## config.mk

```make
export PLATFORM = sky130hd
export DESIGN_NAME = dpwm_dither_top
export DESIGN_NICKNAME = d
export VERILOG_FILES = /design/src/rtl/dpwm_pkg.sv /design/src/rtl/dpwm_timebase.sv /design/src/rtl/dpwm_dither.sv /design/src/rtl/dpwm_phase.sv /design/src/rtl/dpwm_dither_top.sv
export SDC_FILE = /design/constraint.sdc
export NUM_CORES = 1
export LEC_CHECK = 0
export CORE_ASPECT_RATIO = 0.7
export CORE_MARGIN = 4
export CORE_UTILIZATION = 30
export CTS_CLUSTER_DIAMETER = 80
export DETAILED_ROUTE_END_ITERATION = 12
export MAX_ROUTING_LAYER = met4
export SLEW_MARGIN = 20
export SYNTH_ARGS = -nofsm -noshare
export SYNTH_HDL_FRONTEND = slang
export SYNTH_HIERARCHICAL = 1
export SYNTH_SLANG_ARGS = --single-unit
```

## constraint.sdc

```tcl
create_clock -name clk -period 6.75 [get_ports clk]
set_input_delay 1.6875 -clock clk [delete_from_list [all_inputs] [get_ports clk]]
set_output_delay 1.6875 -clock clk [all_outputs]
set_load 0.005 [all_outputs]
```

## src/rtl/dpwm_pkg.sv

```systemverilog
`timescale 1ns/1ps
package dpwm_pkg;

   // Reverse the low w bits of v; used to order dither periods for minimum ripple.
   function automatic logic [31:0] rev_bits(input logic [31:0] v, input int unsigned w);
      logic [31:0] r;
      r = '0;
      for (int unsigned i = 0; i < 32; i++) begin
         if (i < w) r[i] = v[w-1-i];
      end
      return r;
   endfunction

   typedef struct packed {
      logic [15:0] coarse;
      logic [15:0] fine;
   } cmd_split_t;

endpackage

```

## src/rtl/dpwm_timebase.sv

```systemverilog
`timescale 1ns/1ps
module dpwm_timebase #(
   parameter int CNT_W = 4,
   parameter int DTH_W = 3
) (
   input  logic             clk,
   input  logic             rst_n,
   output logic [CNT_W-1:0] cnt,
   output logic [DTH_W-1:0] idx,
   output logic             per_end,
   output logic             cyc_end
);

   assign per_end = (cnt == {CNT_W{1'b1}});
   assign cyc_end = per_end && (idx == {DTH_W{1'b1}});

   always_ff @(posedge clk or negedge rst_n) begin
      if (!rst_n) begin
         cnt <= '0;
         idx <= '0;
      end else begin
         cnt <= cnt + 1'b1;
         if (per_end) idx <= idx + 1'b1;
      end
   end

endmodule

```

## src/rtl/dpwm_dither.sv

```systemverilog
`timescale 1ns/1ps
module dpwm_dither #(
   parameter int CNT_W = 4,
   parameter int DTH_W = 3
) (
   input  logic                   clk,
   input  logic                   rst_n,
   input  logic [CNT_W+DTH_W-1:0] cmd,
   input  logic                   cyc_end,
   input  logic [DTH_W-1:0]       idx,
   output logic [CNT_W+DTH_W-1:0] cmd_q,
   output logic [CNT_W:0]         lvl
);
   import dpwm_pkg::*;

   localparam int CW = CNT_W + DTH_W;

   logic [CNT_W-1:0] base;
   logic [DTH_W-1:0] frac;
   logic [DTH_W-1:0] idx_rev;
   logic             bump;

   always_ff @(posedge clk or negedge rst_n) begin
      if (!rst_n)       cmd_q <= '0;
      else if (cyc_end) cmd_q <= cmd;
   end

   assign base    = cmd_q[CW-1:DTH_W];
   assign frac    = cmd_q[DTH_W-1:0];
   assign idx_rev = DTH_W'(rev_bits(32'(idx), DTH_W));
   assign bump    = (idx_rev < frac);
   assign lvl     = {1'b0, base} + {{CNT_W{1'b0}}, bump};

endmodule

```

## src/rtl/dpwm_phase.sv

```systemverilog
`timescale 1ns/1ps
module dpwm_phase #(
   parameter int CNT_W  = 4,
   parameter int OFFSET = 0
) (
   input  logic             clk,
   input  logic             rst_n,
   input  logic [CNT_W-1:0] cnt,
   input  logic [CNT_W:0]   lvl,
   output logic             pwm_q
);

   localparam logic [CNT_W-1:0] OFF = CNT_W'(OFFSET);

   logic [CNT_W-1:0] pos;

   assign pos = cnt + OFF;

   always_ff @(posedge clk or negedge rst_n) begin
      if (!rst_n) pwm_q <= 1'b0;
      else        pwm_q <= ({1'b0, pos} < lvl);
   end

endmodule

```

## src/rtl/dpwm_dither_top.sv

```systemverilog
`timescale 1ns/1ps
module dpwm_dither_top #(
   parameter int CNT_W  = 4,
   parameter int DTH_W  = 3,
   parameter int PHASES = 2
) (
   input  logic                   clk,
   input  logic                   rst_n,
   input  logic [CNT_W+DTH_W-1:0] duty_cmd,
   output logic [PHASES-1:0]      pwm_out,
   output logic                   period_strb,
   output logic                   dither_strb
);

   localparam int CW     = CNT_W + DTH_W;
   localparam int PERIOD = 1 << CNT_W;
   localparam int STEP   = PERIOD / PHASES;

   if (CNT_W < 2 || CNT_W > 16) begin : g_bad_cnt
      $error("CNT_W must lie in 2..16");
   end
   if (DTH_W < 1 || DTH_W > 16) begin : g_bad_dth
      $error("DTH_W must lie in 1..16");
   end
   if (PHASES < 1 || PHASES > PERIOD || (PHASES & (PHASES - 1)) != 0) begin : g_bad_ph
      $error("PHASES must be a power of two no larger than the period");
   end

   logic [CNT_W-1:0] cnt;
   logic [DTH_W-1:0] idx;
   logic             per_end;
   logic             cyc_end;
   logic [CW-1:0]    cmd_q;
   logic [CNT_W:0]   lvl;

   dpwm_timebase #(.CNT_W(CNT_W), .DTH_W(DTH_W)) u_tb (
      .clk     (clk),
      .rst_n   (rst_n),
      .cnt     (cnt),
      .idx     (idx),
      .per_end (per_end),
      .cyc_end (cyc_end)
   );

   dpwm_dither #(.CNT_W(CNT_W), .DTH_W(DTH_W)) u_dth (
      .clk     (clk),
      .rst_n   (rst_n),
      .cmd     (duty_cmd),
      .cyc_end (cyc_end),
      .idx     (idx),
      .cmd_q   (cmd_q),
      .lvl     (lvl)
   );

   if (PHASES == 1) begin : g_single
      dpwm_phase #(.CNT_W(CNT_W), .OFFSET(0)) u_ph (
         .clk   (clk),
         .rst_n (rst_n),
         .cnt   (cnt),
         .lvl   (lvl),
         .pwm_q (pwm_out[0])
      );
   end else begin : g_multi
      for (genvar i = 0; i < PHASES; i++) begin : g_ph
         dpwm_phase #(.CNT_W(CNT_W), .OFFSET(i * STEP)) u_ph (
            .clk   (clk),
            .rst_n (rst_n),
            .cnt   (cnt),
            .lvl   (lvl),
            .pwm_q (pwm_out[i])
         );
      end
   end

   // Strobes are registered so they line up with the registered comparator outputs.
   always_ff @(posedge clk or negedge rst_n) begin
      if (!rst_n) begin
         period_strb <= 1'b0;
         dither_strb <= 1'b0;
      end else begin
         period_strb <= (cnt == '0);
         dither_strb <= (cnt == '0) && (idx == '0);
      end
   end

endmodule

```

---- Yosys cells after proc, flatten, opt, wreduce, memory -nomap -nowiden ----
Index checks and enable logic that the tools add are counted.
word-level totals
  bits in registers ....................... 18
  bits of input ports ..................... 9
  output and inout bits ................... 4
  logic and storage cells ................. 20
operators by class
  equal/unequal tests ..................... 2
  add/subtract/negate cells ............... 4
  magnitude comparators ................... 3
  reductions and logical operators ........ 4
operators with widths
  cell                 number
  $lt 4x5->1           2
  $add 4x1->5          1
  $add 4x1->4 const B  1
  $add 4x4->4 const B  1
  $eq 4x4->1 const B   1
  $logic_not 4->1      1
  $add 3x1->3 const B  1
  $eq 3x3->1 const B   1
  $logic_not 3->1      1
  $lt 3x3->1           1
  $logic_and 1x1->1    2

---- Longest topological paths before layout ----
Gate-level depths: netlist (run 1).
  depth in word-level cells ............... 3
  gate-level depth with buffers ........... 12
  mapped depth without buffers ............ 12

---- Hierarchy ----
Netlist (run 1), hierarchy kept.
modules (own cells, without submodules)
  module                              times used  area an instance (sq um)  cells an instance  sequential area each (sq um)
  dpwm_dither                         1           387.9                     30                 175.2
  dpwm_timebase                       1           291.5                     21                 175.2
  dpwm_phase at g_multi.g_ph[1].u_ph  1           118.9                     14                 25.0
  dpwm_phase at g_multi.g_ph[0].u_ph  1           115.1                     13                 25.0
  dpwm_dither_top                     1           86.3                      4                  50.0

---- Worst setup path after synthesis (run 1) ----
Ideal clock, no wire load.
  path type ............................... flip-flop to flip-flop
  start ................................... reg u_tb.idx[1]
  end ..................................... reg g_multi.g_ph[0].u_ph.pwm_q
  cell stages (with the launch flop) ...... 12
  clock period less this slack ............ 2.153 ns
  library setup time ...................... 0.092 ns
  slack ................................... 4.597 ns
  arrival ................................. 2.062 ns
  buffers on the path ..................... 0
  required time ........................... 6.658 ns
  path through ............................ dfrtp_1 ha_1 a21o_1 a21oi_2 ha_1 ha_1 xor2_1 inv_1 ha_1 o21ai_0 nor2_1 o31ai_2
between the ends
  cells in the longest elaborated chain, start to end .. 3
ends and longest elaborated chain
  element                 line                   RTL
  from (decl)             dpwm_timebase.sv:9     output logic [DTH_W-1:0] idx,
  from (signal assigned)  dpwm_timebase.sv:23    if (per_end) idx <= idx + 1'b1;
  $lt 3x3->1              dpwm_dither.sv:31      assign bump = (idx_rev < frac);
  $add 4x1->5             dpwm_dither.sv:32      assign lvl = {1'b0, base} + {{CNT_W{1'b0}}, bump};
  named net lvl[2]        dpwm_dither_top.sv:34  logic [CNT_W:0] lvl;
  $lt 4x5->1              dpwm_phase.sv:21       else pwm_q <= ({1'b0, pos} < lvl);
  to (signal assigned)    dpwm_phase.sv:21
  to (decl)               dpwm_phase.sv:10       output logic pwm_q
The timed path passes the listed nets, and every way through them passes these cells.
A chain may end at the register's enable or synchronous reset.

---- Final worst setup path (run 1) ----
  start ................................... reg dither_strb
  end ..................................... out dither_strb
RTL lines
  element                 line                   RTL
  from (decl)             dpwm_dither_top.sv:12  output logic dither_strb
  from (signal assigned)  dpwm_dither_top.sv:82  dither_strb <= (cnt == '0) && (idx == '0);
No word-level cell between the ends.

==> metrics, run 1 <==
status completed; CP max stage cell clkdlybuf4s50_1; I/O pins 13; HP Class reg -> reg; Final setup viols 0; Fmax 364 MHz; IR drop worst, VDD 0.0000801 V; DRC errors left 0; # Post-CTS Setup Buffers 0; PD cells 156 mW/mm2; total gr overflow 0; die footprint 0.00432 mm2; clk root buf clkbuf_8; Initial Util 31.4%; Initial DRC Count 1; worst hold endpoint u_dth/cmd_q[0]; Hold Startpoint u_dth/cmd_q[0]; R2R Setup Slk 4.41 ns; critical path endpoint category primary output; detailed-route via count 580; worst-margin pin slew 0.828 ns; Max FO, Critical Path 1; slowest cell delay on critical path 0.49 ns; CTS Hold Bufs 0; Design Power 186 uW; Synth Instances 81; Routed Antenna Nets 0; Rel. slew slack 44.6%; worst-skew pair later-pin latency 0.25 ns; Static Leak 0.000528 uW; Worst EP arrival 1.06 ns; Yosys warning count 6; worst r2r dst g_multi.g_ph[1].u_ph/pwm_q; setup_tns 0 ns; DR vias/cell 4.36; post-route clock period utilization 40.7%; clock skew 0.00317 ns; Clock transition at path regs 0.06 ns; max_cap viols 0; Crit Reg-Reg Startpoint u_tb/idx[1]; CP bufs+invs 1; ant diodes 0; GRT Resource Usage Total 8.58%; largest net degree at the start of global routing 19; final slew viol count 0; initial antenna violation count 0; largest buffer count on any clock path 2; number of global-route vias before repair 659; CTS sink count 18; CTS tree done; Mapped Area 996 um2; hold depth 1; Syn-to-layout area delta 19.8%; routed len/inst 11.5 um; Top Family by Delay on Critical Path buffers and inverters; CP Class reg -> out; Period minus WS final 2.75 ns; worst reg2reg path depth 11; CP Launch Type flip-flop; cts repair resizes 0; IO Port Bufs 12; Core Region 0.00317 mm2; drt total wl 1530 um; Layout Nets 119; GPL Wtd Cong 0.736; H-tree levels 1; syn avg cell area 12.3 um2; die height 56.2 um; syn_nets 103; dpl hpwl 1240 um; Worst EP required 5.06 ns; # rows 17; Die Span X 76.9 um; crit path cell chain clkdlybuf4s50_1; RSZ-0062 raised after global routing no; Num CTS Buffers 3; Hold Violations, Final 0; first-pass GRT wire length 2900 um; proportion of layout cells with a drive suffix above 1 16.8%; first drt pass iteration count 2
[registers in the layout, summed over array words and instances, names as in the netlist]
| register | flops |
|---|---|
| u_tb/idx | 3 |
| dither_strb | 1 |
| g_multi.g_ph.u_ph/pwm_q | 2 |
| period_strb | 1 |
| u_dth/cmd_q | 7 |
| u_tb/cnt | 4 |
[per-layer routing]
layer	GRT usage, %	share of wire (%)	routed length [um]
met4	0.775	0	0
met2	13.6	46	697
met3	3.56	5.3	81
met1	10.6	49	749
met5	-	0	0
[per-stage QoR]
| step | utilization (%) | hold slack [ns] | std cells | worst slack [ns] | area [um2] |
|---|---|---|---|---|---|
| 6_report | 37.7 | 0.517 | 133 | 4.00 | 1190 |
| 3_3_place_gp | 36.4 | 0.502 | 130 | 4.03 | 1150 |
| 2_1_floorplan | - | 0.483 | 81 | 4.60 | 996 |
| 4_1_cts | 37.7 | 0.522 | 133 | 3.98 | 1190 |
| 3_5_place_dp | 36.4 | 0.503 | 130 | 3.99 | 1150 |
| 5_1_grt | 37.7 | 0.539 | 133 | 3.96 | 1190 |
[cell type report]
class                   count  area (um2)
multi-input cells          51         493
well taps                  38        47.5
repair buffers             12         120
flip-flops and latches     18         450
clock buffers               3        41.3
fillers                   311        1980
inverters                  11        41.3
[where the power goes]
group          switching [uW]  internal, uW  total (uW)
logic                    2.60          4.07        6.67
clock network            32.1          39.5        71.6
registers                   0           108         108
total                    34.7           151         186
[how the worst max path moves through the flow]
stage               depth (start not counted)                         end  slack (ns)                       start
floorplan                                  11  g_multi.g_ph[0].u_ph/pwm_q        4.60                 u_tb/idx[1]
global placement                            1              u_dth/cmd_q[1]        4.03                       rst_n
detailed placement                          1              u_dth/cmd_q[0]        3.99                       rst_n
CTS                                         1                 dither_strb        3.98                 dither_strb
global route                                1                  pwm_out[1]        3.96  g_multi.g_ph[1].u_ph/pwm_q
finish                                      1                 dither_strb        4.00                 dither_strb
[cell usage in the layout, fill, tap and decap left out, types with 2 or more instances in the layout]
cell type / instances
o31ai_2: 2
inv_1: 11
clkdlybuf4s50_1: 12
nand3_1: 2
nor3b_2: 2
clkbuf_8: 3
xor2_1: 2
mux2_4: 5
nand2_1: 2
xnor2_1: 3
ha_1: 13
o21ai_0: 4
mux2_1: 2
dfrtp_1: 18
nor2_1: 7
(Power assumes the default switching activity.)
==> inputs of run 2 (changes only) <==
clock period = 2.4 ns   (was 6.75 ns; I/O delays follow)
==> metrics, run 2 (synthesized netlist as in run 1, its figures left out) <==
worst-skew pair later-pin latency 0.25 ns; Syn-to-layout area delta 25.8%; CTS Hold Bufs 0; Final setup viols 0; Hold Startpoint u_dth/cmd_q[0]; worst hold endpoint u_dth/cmd_q[0]; initial antenna violation count 0; number of global-route vias before repair 619; largest buffer count on any clock path 2; CP Launch Type flip-flop; Clock transition at path regs 0.07 ns; Num CTS Buffers 3; GRT Resource Usage Total 8.29%; die footprint 0.00432 mm2; Rel. slew slack 80.6%; worst-margin pin slew 0.289 ns; worst r2r dst g_multi.g_ph[1].u_ph/pwm_q; H-tree levels 1; clock skew 0.00381 ns; worst reg2reg path depth 11; DR vias/cell 4.37; Worst EP required 2.57 ns; Die Span X 76.9 um; ant diodes 0; total gr overflow 0; post-route clock period utilization 92.7%; Crit Reg-Reg Startpoint u_tb/idx[1]; IR drop worst, VDD 0.000273 V; critical path endpoint category flip-flop; largest reg by FF count u_dth/cmd_q; cell area after layout 0.00125 mm2; commonest non-fill, non-tap cells in the layout 18 x dfrtp_1, 12 x clkdlybuf4s50_1, 11 x inv_1, 11 x ha_1, 7 x nor2_1; Core Util, Final 39.5%; max_cap viols 0; die height 56.2 um; Initial DRC Count 24; most common cell after layout, fill and taps aside dfrtp_1; first drt pass iteration count 3; CTS tree done; Fmax 449 MHz; IO Port Bufs 12; Design Power 570 uW; clk root buf clkbuf_8; HP Class reg -> reg; max FFs per register 7; Layout Nets 122; Max FO, Critical Path 2; final slew viol count 0; Core Region 0.00317 mm2; DRC errors left 0; hold depth 1; status completed; Largest regs u_dth/cmd_q x7, u_tb/cnt x4, u_tb/idx x3; proportion of layout cells with a drive suffix above 1 23.2%; drt total wl 1580 um; CTS sink count 18; PD cells 455 mW/mm2; dpl hpwl 1250 um; largest net degree at the start of global routing 19; routed len/inst 11.6 um; Worst EP arrival 2.39 ns; CP Class reg -> reg; Static Leak 0.000543 uW; worst setup margin 0.175 ns; first-pass GRT wire length 2730 um; Routed Antenna Nets 0; Post-Place Worst Slack 0.108 ns; I/O pins 13; # rows 17; Hold Violations, Final 0; detailed-route via count 599; GPL Wtd Cong 0.781; Initial Util 31.4%; R2R Setup Slk 0.17 ns; Post-DP Area 0.00117 mm2; Period minus WS final 2.23 ns
==> run 2: cell count changes in the layout (fill, tap and decap cells not counted) <==
cell,change
ha_4,+1
clkbuf_8,+1
buf_4,+3
xor2_2,+1
ha_1,-2
xor2_1,-1
ha_2,+1
==> run 2: area by class of cell <==
cell class                 count  area [um2]
fill                         304        1920
tap                           38        47.5
timing repair buffer          15         143
inverter                      11        41.3
multi-input combinational     51         515
clock buffer                   4        55.1
sequential                    18         450
==> run 2: metal layers <==
metal,wire length [um],up-vias,track usage (%)
li1,-,310,-
met1,739,281,9.79
met2,782,8,13.3
met3,62,0,4.05
met4,0,0,0.775
met5,0,-,-
==> run 2: report_power, final <==
| group | total, uW | switching (uW) | internal (uW) |
|---|---|---|---|
| Combinational | 20.1 | 7.59 | 12.5 |
| Sequential | 303 | 0 | 303 |
| Clock | 246 | 101 | 146 |
| Total | 570 | 108 | 461 |
==> run 2: per-stage QoR <==
stage,instances,hold WS (ns),setup TNS (ns)
after floorplan,81,0.304,0
after global placement,133,0.501,0
after detailed placement,133,0.514,0
after CTS,137,0.534,0
after global routing,137,0.555,-0.00819
final,137,0.527,0
==> run 2: worst max-delay path: stages (launching register included) <==
cell,delay [ns]
dfrtp_1,0.38
ha_1,0.30
a21o_1,0.17
a21oi_2,0.14
ha_2,0.23
ha_4,0.15
xor2_2,0.15
inv_1,0.06
ha_1,0.27
o21ai_0,0.08
nor2_1,0.08
o31ai_2,0.17
==> run 2: worst max-delay path by stage <==
stage | startpoint | endpoint | slack [ns]
after floorplan | u_tb/idx[1] | g_multi.g_ph[0].u_ph/pwm_q | 0.25
after global placement | u_tb/idx[1] | g_multi.g_ph[0].u_ph/pwm_q | 0.18
after detailed placement | u_tb/idx[1] | g_multi.g_ph[0].u_ph/pwm_q | 0.11
after CTS | u_tb/idx[1] | g_multi.g_ph[0].u_ph/pwm_q | 0.1
after global routing | u_dth/cmd_q[1] | g_multi.g_ph[0].u_ph/pwm_q | -0.008
final | u_tb/idx[1] | g_multi.g_ph[1].u_ph/pwm_q | 0.17
==> run 2: what timing repair did <==
action | CTS | global route
resized for setup | 0 | 4
setup buffers | 0 | 0
hold endpoints to repair | 0 | 0
setup endpoints to repair | 0 | 2
==> inputs of run 3 (changes only) <==
SLEW_MARGIN = 10   (was 20)
==> results of run 3 <==
The final DEF is identical to that of run 2; final timing and power are the same.
